<file path="src/rtl/ide_bridge_pkg.sv">
// Package: shared port codes and sequencer phase type for the IDE bridge.
package ide_bridge_pkg;
    localparam logic [1:0] PORT_CTRL = 2'd0;
    localparam logic [1:0] PORT_HI   = 2'd1;
    localparam logic [1:0] PORT_LO   = 2'd2;

    typedef enum logic [1:0] {
        PH_IDLE   = 2'd0,
        PH_SETUP  = 2'd1,
        PH_STROBE = 2'd2,
        PH_HOLD   = 2'd3
    } phase_t;
endpackage

</file>
<file path="src/rtl/ide_ctrl_reg.sv">
// ide_ctrl_reg: write-only control register holding the IDE register
// address, the two select bits and the device reset bit.
// Assumes: load is a single-cycle pulse issued only while no IDE cycle runs.
// Selects are driven active only when exactly one is requested.
module ide_ctrl_reg (
    input  logic       clk,
    input  logic       rst_n,
    input  logic       load,
    input  logic [5:0] wdata,
    output logic [2:0] addr,
    output logic       cs1_n,
    output logic       cs3_n,
    output logic       dev_rst_n,
    output logic       sel_ok
);
    logic [5:0] ctrl_q;

    // Control register update; clears to zero, which holds the device in reset.
    always_ff @(posedge clk) begin
        if (!rst_n) ctrl_q <= '0;
        else if (load) ctrl_q <= wdata;
    end

    // Decode the select pair; an invalid pair releases both lines.
    always_comb begin
        sel_ok    = ctrl_q[3] ^ ctrl_q[4];
        cs1_n     = sel_ok ? ctrl_q[3] : 1'b1;
        cs3_n     = sel_ok ? ctrl_q[4] : 1'b1;
        addr      = ctrl_q[2:0];
        dev_rst_n = ctrl_q[5];
    end


    rst_follow_chk: assert property (@(posedge clk) disable iff (!rst_n)
        load |=> (dev_rst_n == $past(wdata[5])));

    sel_pair_chk: assert property (@(posedge clk) disable iff (!rst_n)
        !(cs1_n == 1'b0 && cs3_n == 1'b0));
endmodule

</file>
<file path="src/rtl/ide_strobe_seq.sv">
// ide_strobe_seq: runs one IDE bus cycle as setup, strobe and hold phases
// of parameterised length, driving the read or write strobe.
// Assumes: start is only raised while busy is 0; every length is at least 1.
module ide_strobe_seq
    import ide_bridge_pkg::*;
#(
    parameter int SETUP_CLKS  = 2,
    parameter int STROBE_CLKS = 3,
    parameter int HOLD_CLKS   = 1
) (
    input  logic clk,
    input  logic rst_n,
    input  logic start,
    input  logic start_write,
    output logic busy,
    output logic rd_n,
    output logic wr_n,
    output logic drive_en,
    output logic capture,
    output logic finish
);
    localparam int MAX_A = (SETUP_CLKS > STROBE_CLKS) ? SETUP_CLKS : STROBE_CLKS;
    localparam int MAX_C = (MAX_A > HOLD_CLKS) ? MAX_A : HOLD_CLKS;
    localparam int CW    = (MAX_C > 1) ? $clog2(MAX_C) : 1;

    phase_t        phase;
    logic [CW-1:0] cnt;
    logic          wr_q;

    // Phase and length counter advance.
    always_ff @(posedge clk) begin
        if (!rst_n) begin
            phase <= PH_IDLE;
            cnt   <= '0;
            wr_q  <= 1'b0;
        end else begin
            unique case (phase)
                PH_IDLE: if (start) begin
                    phase <= PH_SETUP;
                    cnt   <= CW'(SETUP_CLKS - 1);
                    wr_q  <= start_write;
                end
                PH_SETUP: if (cnt == '0) begin
                    phase <= PH_STROBE;
                    cnt   <= CW'(STROBE_CLKS - 1);
                end else cnt <= cnt - 1'b1;
                PH_STROBE: if (cnt == '0) begin
                    phase <= PH_HOLD;
                    cnt   <= CW'(HOLD_CLKS - 1);
                end else cnt <= cnt - 1'b1;
                PH_HOLD: if (cnt == '0) phase <= PH_IDLE;
                         else cnt <= cnt - 1'b1;
            endcase
        end
    end

    // Strobe, drive and event outputs from the current phase.
    always_comb begin
        busy     = (phase != PH_IDLE);
        rd_n     = !(phase == PH_STROBE && !wr_q);
        wr_n     = !(phase == PH_STROBE && wr_q);
        drive_en = wr_q && (phase == PH_STROBE || phase == PH_HOLD);
        capture  = (phase == PH_STROBE) && (cnt == '0) && !wr_q;
        finish   = (phase == PH_HOLD) && (cnt == '0);
    end


    strobe_excl_chk: assert property (@(posedge clk) disable iff (!rst_n)
        !(!rd_n && !wr_n));

    drive_wr_only_chk: assert property (@(posedge clk) disable iff (!rst_n)
        drive_en |-> rd_n);

    strobe_busy_chk: assert property (@(posedge clk) disable iff (!rst_n)
        (!rd_n || !wr_n) |-> busy);
endmodule

</file>
<file path="src/rtl/ide_byte_bridge.sv">
// ide_byte_bridge: maps three CPU byte ports onto a 16-bit IDE device.
// Port 1 read and port 2 write trigger IDE cycles; the other data accesses
// use a byte latch. byte_mode selects single 8-bit transfers.
// Assumes: cpu_req is honoured only when cpu_busy is 0; byte_mode changes
// only while idle.
module ide_byte_bridge
    import ide_bridge_pkg::*;
#(
    parameter int SETUP_CLKS  = 2,
    parameter int STROBE_CLKS = 3,
    parameter int HOLD_CLKS   = 1
) (
    input  logic        clk,
    input  logic        rst_n,
    input  logic        byte_mode,
    input  logic        cpu_req,
    input  logic        cpu_we,
    input  logic [1:0]  cpu_port,
    input  logic [7:0]  cpu_wdata,
    output logic [7:0]  cpu_rdata,
    output logic        cpu_busy,
    output logic        cpu_done,
    output logic [2:0]  ide_addr,
    output logic        ide_cs1_n,
    output logic        ide_cs3_n,
    output logic        ide_rd_n,
    output logic        ide_wr_n,
    output logic        ide_rst_n,
    input  logic [15:0] ide_din,
    output logic [15:0] ide_dout,
    output logic        ide_dout_en
);
    logic       accept, is_data, wants_cycle, trigger, ctrl_load, sel_ok;
    logic       capture, finish;
    logic [7:0] latch_q, wbyte_q, rdata_q;
    logic       xfer_byte_q, done_q;

    // Decode the accepted access and whether it needs an IDE cycle.
    always_comb begin
        accept      = cpu_req && !cpu_busy;
        is_data     = (cpu_port == PORT_HI) || (cpu_port == PORT_LO);
        wants_cycle = byte_mode ? is_data
                    : ((cpu_port == PORT_HI && !cpu_we) || (cpu_port == PORT_LO && cpu_we));
        trigger     = accept && wants_cycle && sel_ok;
        ctrl_load   = accept && cpu_we && (cpu_port == PORT_CTRL);
    end

    ide_ctrl_reg u_ctrl (
        .clk(clk), .rst_n(rst_n), .load(ctrl_load), .wdata(cpu_wdata[5:0]),
        .addr(ide_addr), .cs1_n(ide_cs1_n), .cs3_n(ide_cs3_n),
        .dev_rst_n(ide_rst_n), .sel_ok(sel_ok)
    );

    ide_strobe_seq #(
        .SETUP_CLKS(SETUP_CLKS), .STROBE_CLKS(STROBE_CLKS), .HOLD_CLKS(HOLD_CLKS)
    ) u_seq (
        .clk(clk), .rst_n(rst_n), .start(trigger), .start_write(cpu_we),
        .busy(cpu_busy), .rd_n(ide_rd_n), .wr_n(ide_wr_n),
        .drive_en(ide_dout_en), .capture(capture), .finish(finish)
    );

    // Latch and transfer-context registers.
    always_ff @(posedge clk) begin
        if (!rst_n) begin
            latch_q     <= '0;
            wbyte_q     <= '0;
            xfer_byte_q <= 1'b0;
        end else begin
            if (trigger) begin
                wbyte_q     <= cpu_wdata;
                xfer_byte_q <= byte_mode;
            end
            if (accept && cpu_we && cpu_port == PORT_HI && !byte_mode)
                latch_q <= cpu_wdata;
            else if (capture && !xfer_byte_q)
                latch_q <= ide_din[7:0];
        end
    end

    // Read data and completion pulse.
    always_ff @(posedge clk) begin
        if (!rst_n) begin
            rdata_q <= '0;
            done_q  <= 1'b0;
        end else begin
            done_q <= (accept && !trigger) || finish;
            if (capture)
                rdata_q <= xfer_byte_q ? ide_din[7:0] : ide_din[15:8];
            else if (accept && !trigger && !cpu_we) begin
                if (wants_cycle)                                 rdata_q <= 8'hFF;
                else if (cpu_port == PORT_LO && !byte_mode)      rdata_q <= latch_q;
                else                                             rdata_q <= 8'h00;
            end
        end
    end

    assign cpu_rdata = rdata_q;
    assign cpu_done  = done_q;
    assign ide_dout  = xfer_byte_q ? {8'h00, wbyte_q} : {latch_q, wbyte_q};


    no_strobe_unsel_chk: assert property (@(posedge clk) disable iff (!rst_n)
        (ide_cs1_n && ide_cs3_n) |-> (ide_rd_n && ide_wr_n));

    addr_stable_chk: assert property (@(posedge clk) disable iff (!rst_n)
        (cpu_busy && $past(cpu_busy)) |-> ($stable(ide_addr) && $stable(ide_cs1_n) && $stable(ide_cs3_n)));

    done_idle_chk: assert property (@(posedge clk) disable iff (!rst_n)
        cpu_done |-> !cpu_busy);

    done_after_busy_chk: assert property (@(posedge clk) disable iff (!rst_n)
        $fell(cpu_busy) |-> cpu_done);
endmodule

</file>
<file path="config.mk">
export PLATFORM = sky130hd
export DESIGN_NAME = ide_byte_bridge
export DESIGN_NICKNAME = d
export VERILOG_FILES = /design/src/rtl/ide_bridge_pkg.sv /design/src/rtl/ide_ctrl_reg.sv /design/src/rtl/ide_strobe_seq.sv /design/src/rtl/ide_byte_bridge.sv
export SDC_FILE = /design/constraint.sdc
export NUM_CORES = 1
export LEC_CHECK = 0
export CORE_ASPECT_RATIO = 2
export CORE_MARGIN = 10
export CORE_UTILIZATION = 45
export CTS_CLUSTER_DIAMETER = 120
export DETAILED_ROUTE_END_ITERATION = 7
export PLACE_DENSITY = 0.78
export SETUP_SLACK_MARGIN = 0.2
export SLEW_MARGIN = 0
export SYNTH_ARGS = -nofsm -noshare
export SYNTH_HDL_FRONTEND = slang
export SYNTH_SLANG_ARGS = --single-unit
</file>
<file path="constraint.sdc">
create_clock -name clk -period 3.5 [get_ports clk]
set_clock_uncertainty 0.2 [all_clocks]
set_input_delay 0.7 -clock clk [delete_from_list [all_inputs] [get_ports clk]]
set_output_delay 0.7 -clock clk [all_outputs]
set_load 0.01 [all_outputs]
</file>
; After elaboration in Yosys (flattened, before gate mapping)
; Cells that the tools add are included.
[totals]
out_inout_bits = 35
ff_bits = 37
mem_bits_rw = 0
romBits = 0
wordCells = 81
latchBits = 0
memories = 0
in_bits = 31
[op_classes]
reduce_logical = 40
div = 0
n_addsub = 1
n_eq_ne = 10
n_shift = 0
n_lt_le_gt_ge = 0
bitwise = 1
n_mux = 20
n_mul = 0
[ops]
columns = op, count
row1 = $mux 8, 7
row2 = $logic_and 1x1->1, 19
row3 = $mux 16, 1
row4 = $pmux 2 s4, 2
row5 = $mux 2, 7
row6 = $logic_not 1->1, 8
row7 = $eq 2x2->1 const B, 3
row8 = $logic_not 2->1, 3
row9 = $ne 2x1->1 const B, 3
row10 = $reduce_bool 2->1, 3
row11 = $eq 2x1->1 const B, 2
row12 = $logic_or 1x1->1, 4
row13 = $ne 2x2->1 const B, 2
row14 = $reduce_and 2->1, 2
row15 = $reduce_and 4->1, 1
row16 = $mux 1, 3
row17 = $sub 2x1->2 const B, 1
row18 = $xor 1x1->1, 1

; Depth between registers and ports, before layout
; Gate-level depths: netlist (run 1).
[depth]
depth_word = 11
depth_mapped = 8
mapped_depth_nobuf = 6

; By module
; Synthesis (run 1) repeated with hierarchy kept, for this count alone.
[unflattened]
hier_cells = 258
hier_area_um2 = 2253.4
[by_module_without_submodules]
columns = module, instances, seq_area_each_um2, area_per_inst_um2, cells_each
row1 = ide_byte_bridge, 1, 520.5, 1534.0, 178
row2 = ide_strobe_seq, 1, 100.1, 424.2, 51
row3 = ide_ctrl_reg, 1, 120.1, 295.3, 29

; Least setup slack after synthesis (run 1)
; No wires, ideal clock.
[synth_timing]
path_kind = input to register
startpoint = in cpu_port[0]
endpoint = reg rdata_q[0] (netlist: cpu_rdata[0])
setup_ps = 122
arrival_time_ps = 2083
slack_ps = 1095
path_buffers = 0
cell_stages = 6
path_cell_list = inv_1 -> ha_1 -> and3b_1 -> a2111oi_2 -> nor2_1 -> a221o_1
[synth_via]
elab_chain_len = 10
word_cells_on_any_way = 18
[synth_rtl]
columns = element, line_no
row1 = from (decl), ide_byte_bridge.sv:18  ; input logic [1:0] cpu_port,
row2 = $eq 2x1->1 or $eq 2x2->1 (tied branches), "ide_byte_bridge.sv:41, ide_byte_bridge.sv:43, ide_byte_bridge.sv:91"
row3 = $logic_and 1x1->1, ide_byte_bridge.sv:43  ; : ((cpu_port == PORT_HI && !cpu_we) || (cpu_port == PORT_LO && cpu_we));
row4 = $logic_or 1x1->1, ide_byte_bridge.sv:43
row5 = $mux 1, ide_byte_bridge.sv:42  ; wants_cycle = byte_mode ? is_data
row6 = $logic_and 1x1->1 (2 in series), ide_byte_bridge.sv:44  ; trigger = accept && wants_cycle && sel_ok;
row7 = $logic_not 1->1, ide_byte_bridge.sv:89  ; else if (accept && !trigger && !cpu_we) begin
row8 = $logic_and 1x1->1 (2 in series), ide_byte_bridge.sv:89
row9 = $reduce_bool 2->1 (no source line), n/a
row10 = to (signal assigned), ide_byte_bridge.sv:88  ; rdata_q <= xfer_byte_q ? ide_din[7:0] : ide_din[15:8];
row11 = to (signal assigned), ide_byte_bridge.sv:91  ; else if (cpu_port == PORT_LO && !byte_mode) rdata_q <= latch_q;
row12 = to (decl), ide_byte_bridge.sv:35  ; logic [7:0] latch_q, wbyte_q, rdata_q;
; Several ways; a longest one is shown, not always the timed one. The select of a mux whose other input is x is not followed.
; A chain may end at the register's enable or synchronous reset.

; Final worst setup path (run 1)
; Same ends and word-level chain as after synthesis.

==> results of run 1 <==
==> logic make-up (layout without fill, tap and decap cells) <==
kind of cell / Yosys count / in the layout / synth area share [%]
compound gates: 54 / 54 / 18.1
fa+ha+maj: 13 / 13 / 8.02
buf+inv: 29 / 85 / 6.17
flops: 37 / 37 / 36.5
mux: 26 / 26 / 12.8
simple gates: 72 / 72 / 18.3
==> cell usage after synthesis, types with 2 or more instances <==
library cell / n
buf_4: 3
clkbuf_1: 8
a221o_1: 8
nand3_1: 10
inv_1: 12
a21o_1: 8
and3b_1: 2
nand2_1: 20
nand4b_1: 2
o21ai_1: 4
mux2i_1: 26
dfxtp_1: 37
ha_1: 13
nand4_1: 2
nor2b_1: 17
a21oi_1: 11
buf_2: 4
nor2_1: 11
nand3b_1: 2
nand2b_1: 2
o21ai_0: 17
buf_1: 2
==> through the flow <==
| stage | cells | hold slack (ns) | setup slack [ns] | total power (W) |
|---|---|---|---|---|
| 2_1_floorplan | 231 | 0.271 | 1.09 | 0.000631 |
| 3_3_place_gp | 334 | 0.243 | 0.468 | 0.000748 |
| 3_5_place_dp | 334 | 0.253 | 0.450 | 0.000752 |
| 4_1_cts | 341 | 0.263 | 0.728 | 0.00105 |
| 5_1_grt | 341 | 0.286 | 0.547 | 0.00109 |
| 6_report | 341 | 0.261 | 0.721 | 0.00104 |
==> registers in the layout, summed over array words and instances (netlist names) <==
name           cells
xfer_byte_q        1
cpu_rdata          8
u_ctrl.ctrl_q      6
cpu_done           1
wbyte_q            8
u_seq.cnt          2
latch_q            8
u_seq.phase        2
u_seq.wr_q         1
==> metal layers <==
layer  vias to the layer above  GRT usage, %  wire length, um
met5                         -             0                0
met4                         0          6.06              103
met3                         9          4.68              395
met2                        48          24.6             2900
met1                       835          13.9             1950
li1                        917             -                -
==> where the power goes <==
group / switching (W) / leakage [nW] / internal (W)
Combinational: 0.000129 / 0.763 / 0.000144
Clock: 0.000143 / 0.0443 / 0.000156
Sequential: 0.0000201 / 0.300 / 0.000450
==> layout make-up <==
cell class | instances | area [um2]
clock buffer | 7 | 86.3
tap | 54 | 67.6
multi-input combinational | 165 | 1160
sequential | 37 | 741
inverter | 12 | 45.0
timing repair buffer | 66 | 658
fill | 382 | 1580
==> worst max path at each step <==
stage | startpoint | depth (start not counted) | end
finish | cpu_port[0] | 7 | cpu_rdata[0]
global route | cpu_port[0] | 7 | cpu_rdata[0]
CTS | cpu_port[0] | 7 | cpu_rdata[0]
detailed placement | cpu_port[0] | 7 | cpu_rdata[0]
global placement | cpu_port[0] | 7 | cpu_rdata[3]
floorplan | cpu_port[0] | 6 | cpu_rdata[0]
==> worst max-delay path, stage by stage <==
cell and delay, ns:
clkdlybuf4s50_1 0.48, inv_1 0.06, ha_1 0.32, and3b_1 0.20
a2111oi_2 0.38, nor2_1 0.22, a221o_1 0.40
==> impl_results.md, run 1 <==
- Synth Cell Area: 0.00203 mm2
- DR WL/cell: 15.7 um
- Setup CP Type: in -> reg
- IO buf count: 65
- Number of cells on the worst hold path: 2
- Die Ht: 115 um
- Share of the synthesized area in the top cell type: 36.5%
- Top post-synthesis cells by area: dfxtp_1, mux2i_1, ha_1
- FF+latch count, synth: 37
- # rows: 34
- Syn Inst Count: 231
- Status: finished, final reports clean
- Layout Utilization: 63.6%
- Net total in the final layout: about 330
- Yosys cell types: 32
- All-layer global routing usage: 13.8%
- Commonest non-fill, non-tap cell in the layout: clkdlybuf4s50_1
- CTS tree: built
- Largest net degree at the start of global routing: 37
- Most used DFF post-synth: dfxtp_1
- Initial Util: 46.7%
- Min cycle time layout: 2.78 ns
- Hold Fails Final Rpt: 0
- Worst flop-to-flop path endpoint: cpu_rdata[0]
- Antenna-violating nets left: 0
- Required time of the worst setup path: between 3 and 4 ns
- Clock slew at reported path FFs: around 0.07 ns
- H-tree lvl count: 2
- Max-cap violations: 0
- Clk Latency, worst-skew pair: about 0.29 ns
- Flop2flop setup slack: roughly 1.2 ns
- Power Density: ~380 mW/mm2
- RD Place Congestion: just under 0.9
- Synthesized net count: roughly 280
- ANT cells: 0
- HP Class: reg -> reg
- Avg Vias per Cell: 5.30
- TritonRoute pass-1 iters: 4
- R2r startpoint: u_ctrl.ctrl_q[3]
- CTS Buffer Depth: 2
- Peak VDD IR: 237 uV
- Final WL: 5340 um
- Final Cycle Share: about four fifths
- Area delta synth->final: 36.1%
- Setup TNS: 0 ns
- Total Die Area: 0.00775 mm2
- DRC: 0
- Most frequent cells in the layout: clkdlybuf4s50_1, dfxtp_1, mux2i_1
- First-pass GRT wire length: around 8500 um
- Final slew viol count: 0
- Cts bufs inserted: 5
- Type of element capturing the critical path: register
- Max_slew headroom: 43.9%
- Vias: 1809
- Vias in the first global route: ~1700
- Crit-path max FO: 8
- RSZ-0062 raised after global routing: false
- CTS Hold Bufs: 0
- EDFF count, synth: 0
- Biggest area consumer among synthesized cells: dfxtp_1
- Share of cells above drive strength 1: 3.48%
- Clock sink total: 37
- Post-Syn Area per Cell: 8.77 um2
- DP HPWL: 4230 um
- Setup Viol. Count Final: 0
- Sequential area share after synthesis: between 30 and 40%
- HP Start: wbyte_q[4]
- Core box area: roughly 0.0043 mm2
- Worst hold endpoint: wbyte_q[4]
- Ys Warns: 0
- Leakage: 1.11 nW
- Placed cell area: 0.00267 mm2
- Arr. time, crit path: 2.75 ns
- Die W: 67.5 um
- Startpoint Class: input pin
- CTS Root Buffer Type: clkbuf_8
- Total congestion overflow: 0
- Buffer count from post-CTS setup fixing: 0
- Iteration-0 DRC Markers: 56
- Slew @ Worst Pin: 0.840 ns
- Highest clock rate: around 360 MHz
- Initial antenna violation count: 0
- Final Cell Area: 0.00276 mm2
- Cts repair resizes: 0
- I/O Pins: 66
- Asr flop ratio synth: 0%
- FF-to-FF path depth: 6
(Power assumes the default switching activity.)
==> run 2, diff against run 1 <==
Settings changed: CORE_UTILIZATION 45 to 41, PLACE_DENSITY 0.78 to 0.75.
Clock period 3.5 ns to 2.3 ns, I/O delays scaled along.
==> impl_results.md, run 2 (same netlist as run 1, synthesis figures left out) <==
- Status: finished, final reports clean
- Placed cell area: 0.00280 mm2
- DR WL/cell: 15.8 um
- Vias: 1853
- HP Class: reg -> reg
- Multi-input gate area: around 0.0012 mm2
- Fin cells: roughly 360
- Max_slew headroom: 61.3%
- Slew @ Worst Pin: 0.579 ns
- TritonRoute pass-1 iters: 4
- Die Ht: 119 um
- CTS Buffer Depth: 2
- Leakage: 1.23 nW
- Crit-path max FO: 4
- Gate power share: ~28%
- Setup CP Type: reg -> out
- Total congestion overflow: 0
- Clk Latency, worst-skew pair: 0.28 ns
- Top delay family on crit path: buffers and inverters
- CP Buf/Inv Count: 2
- NetSw: 0.000468 W
- Startpoint Class: register
- Setup Viol. Count Final: 0
- Seq pwr share: a little over two fifths
- Die W: 69.7 um
- Iteration-0 DRC Markers: 74
- Power Density: between 500 and 600 mW/mm2
- DP HPWL: 4450 um
- First-pass GRT wire length: 9350 um
- Most frequent cells in the layout: clkdlybuf4s50_1, dfxtp_1, mux2i_1
- Dpl ws: -0.327 ns
- Required time of the worst setup path: around 1.6 ns
- Share of cells above drive strength 1: between 10% and 20%
- Power Internal: around 0.0012 W
- Flop2flop setup slack: 0.31 ns
- Avg Vias per Cell: 5.18
- Area delta synth->final: 44.5%
- Total Die Area: 0.00833 mm2
- Final Cell Area: 0.00293 mm2
- Net total in the final layout: 345
- Hold Fails Final Rpt: 0
- Sw Share: 28.7%
- Clock sink total: 37
- Final WL: between 5000 and 6000 um
- Highest clock rate: 486 MHz
- CTS Root Buffer Type: clkbuf_8
- Layout Utilization: 60.8%
- Clock slew at reported path FFs: about 0.070 ns
- Initial antenna violation count: 0
- Post-Place Cells: 350
- Worst setup path startpoint: u_seq.phase[0]
- Cts bufs inserted: 5
- Final Cycle Share: 89.4%
- RSZ-0062 raised after global routing: true
- ANT cells: 0
- All-layer global routing usage: 13.2%
- Core box area: a little under 0.005 mm2
- Final slew viol count: 0
- Setup ws final: 0.243 ns
- Max incr delay on CP: 0.36 ns
- Type of element capturing the critical path: output port
- Reg area: 744 um2
- Initial Util: 42.1%
- Arr. time, crit path: 1.40 ns
- Min cycle time layout: ~2 ns
- Slowest CP cell: dfxtp_2
- RD Place Congestion: 0.828
- Max-cap violations: 0
- HP Start: wbyte_q[3]
- Total power: between 0.0015 and 0.002 W
- IO buf count: 65
- Crit path cell chain: inv_1, ha_2, o21a_1, dlygate4sd2_1
- H-tree lvl count: 2
- CTS Hold Bufs: 0
- I/O Pins: 66
- R2r startpoint: u_seq.phase[0]
- CTS tree: built
- # rows: 36
- Peak VDD IR: 362 uV
- Clock share of power: 28.3%
- DRC: 0
- Antenna-violating nets left: 0
- Layout filler cell count: 432
- Largest net degree at the start of global routing: 40
- Vias in the first global route: ~2000
- Commonest non-fill, non-tap cell in the layout: clkdlybuf4s50_1
## run 2: cell count changes in the layout (fill, tap and decap cells not counted), moves of 2 or more
cell / before / now
buf_4: 1 / 14
clkdlybuf4s50_1: 65 / 48
dfxtp_1: 37 / 34
dfxtp_2: 0 / 3
dlygate4sd2_1: 0 / 16
ha_1: 13 / 9
ha_2: 0 / 2
ha_4: 0 / 2
inv_1: 12 / 10
inv_2: 0 / 2
## run 2: layer usage
layer  GRT usage (%)  vias up  share of wire [%]
met4            4.09        0                1.0
met2            24.8       50                 56
met1            13.4      857                 37
met5               0        -                  0
met3            4.16        5                5.9
li1                -      941                  -
## run 2: stage by stage
step	setup TNS [ns]	hold WS (ns)
final	0	0.260
after global placement	-4.09	0.242
after CTS	0	0.266
after detailed placement	-4.81	0.255
after global routing	0	0.298
after floorplan	0	0.271
## run 2: timing repair
| action | CTS | global route |
|---|---|---|
| pin swaps | 12 | 1 |
| resized for setup | 26 | 4 |
| setup buffers | 1 | 0 |
| gates cloned | 0 | 0 |
| endpoints found under the setup margin | 35 | 9 |
## run 2: worst paths after layout
kind / to / cells past startpoint
max: ide_dout_en / 4
min reg2reg: wbyte_q[3] / 2
min: wbyte_q[3] / 2
max reg2reg: cpu_rdata[6] / 6
## run 2: layout make-up
type | count | area share, %
timing repair buffer | 80 | 25.9
tap | 57 | 2.43
clock inverter | 1 | 0.256
multi-input combinational | 165 | 41.6
sequential | 37 | 25.4
inverter | 12 | 1.54
clock buffer | 6 | 2.82
## run 2: power groups by stage
stage | Combinational (W) | Clock, W | Sequential, W
6_report | 0.000453 | 0.000461 | 0.000716
5_1_grt | 0.000499 | 0.000499 | 0.000723
4_1_cts | 0.000453 | 0.000472 | 0.000716
3_5_place_dp | 0.000453 | 0 | 0.000729
3_3_place_gp | 0.000441 | 0 | 0.000728
2_1_floorplan | 0.000235 | 0 | 0.000731
## run 2: tightest hold or removal path, stage by stage, from the launching register on
cell	delay [ns]
dfxtp_1	0.31
nand3_1	0.05
o21ai_1	0.05
==> run 3, diff against run 2 <==
Settings changed: HOLD_SLACK_MARGIN from default to 0.15.
==> results of run 3 <==
Same layout as run 2: the final DEF is identical, and so are final timing and power.
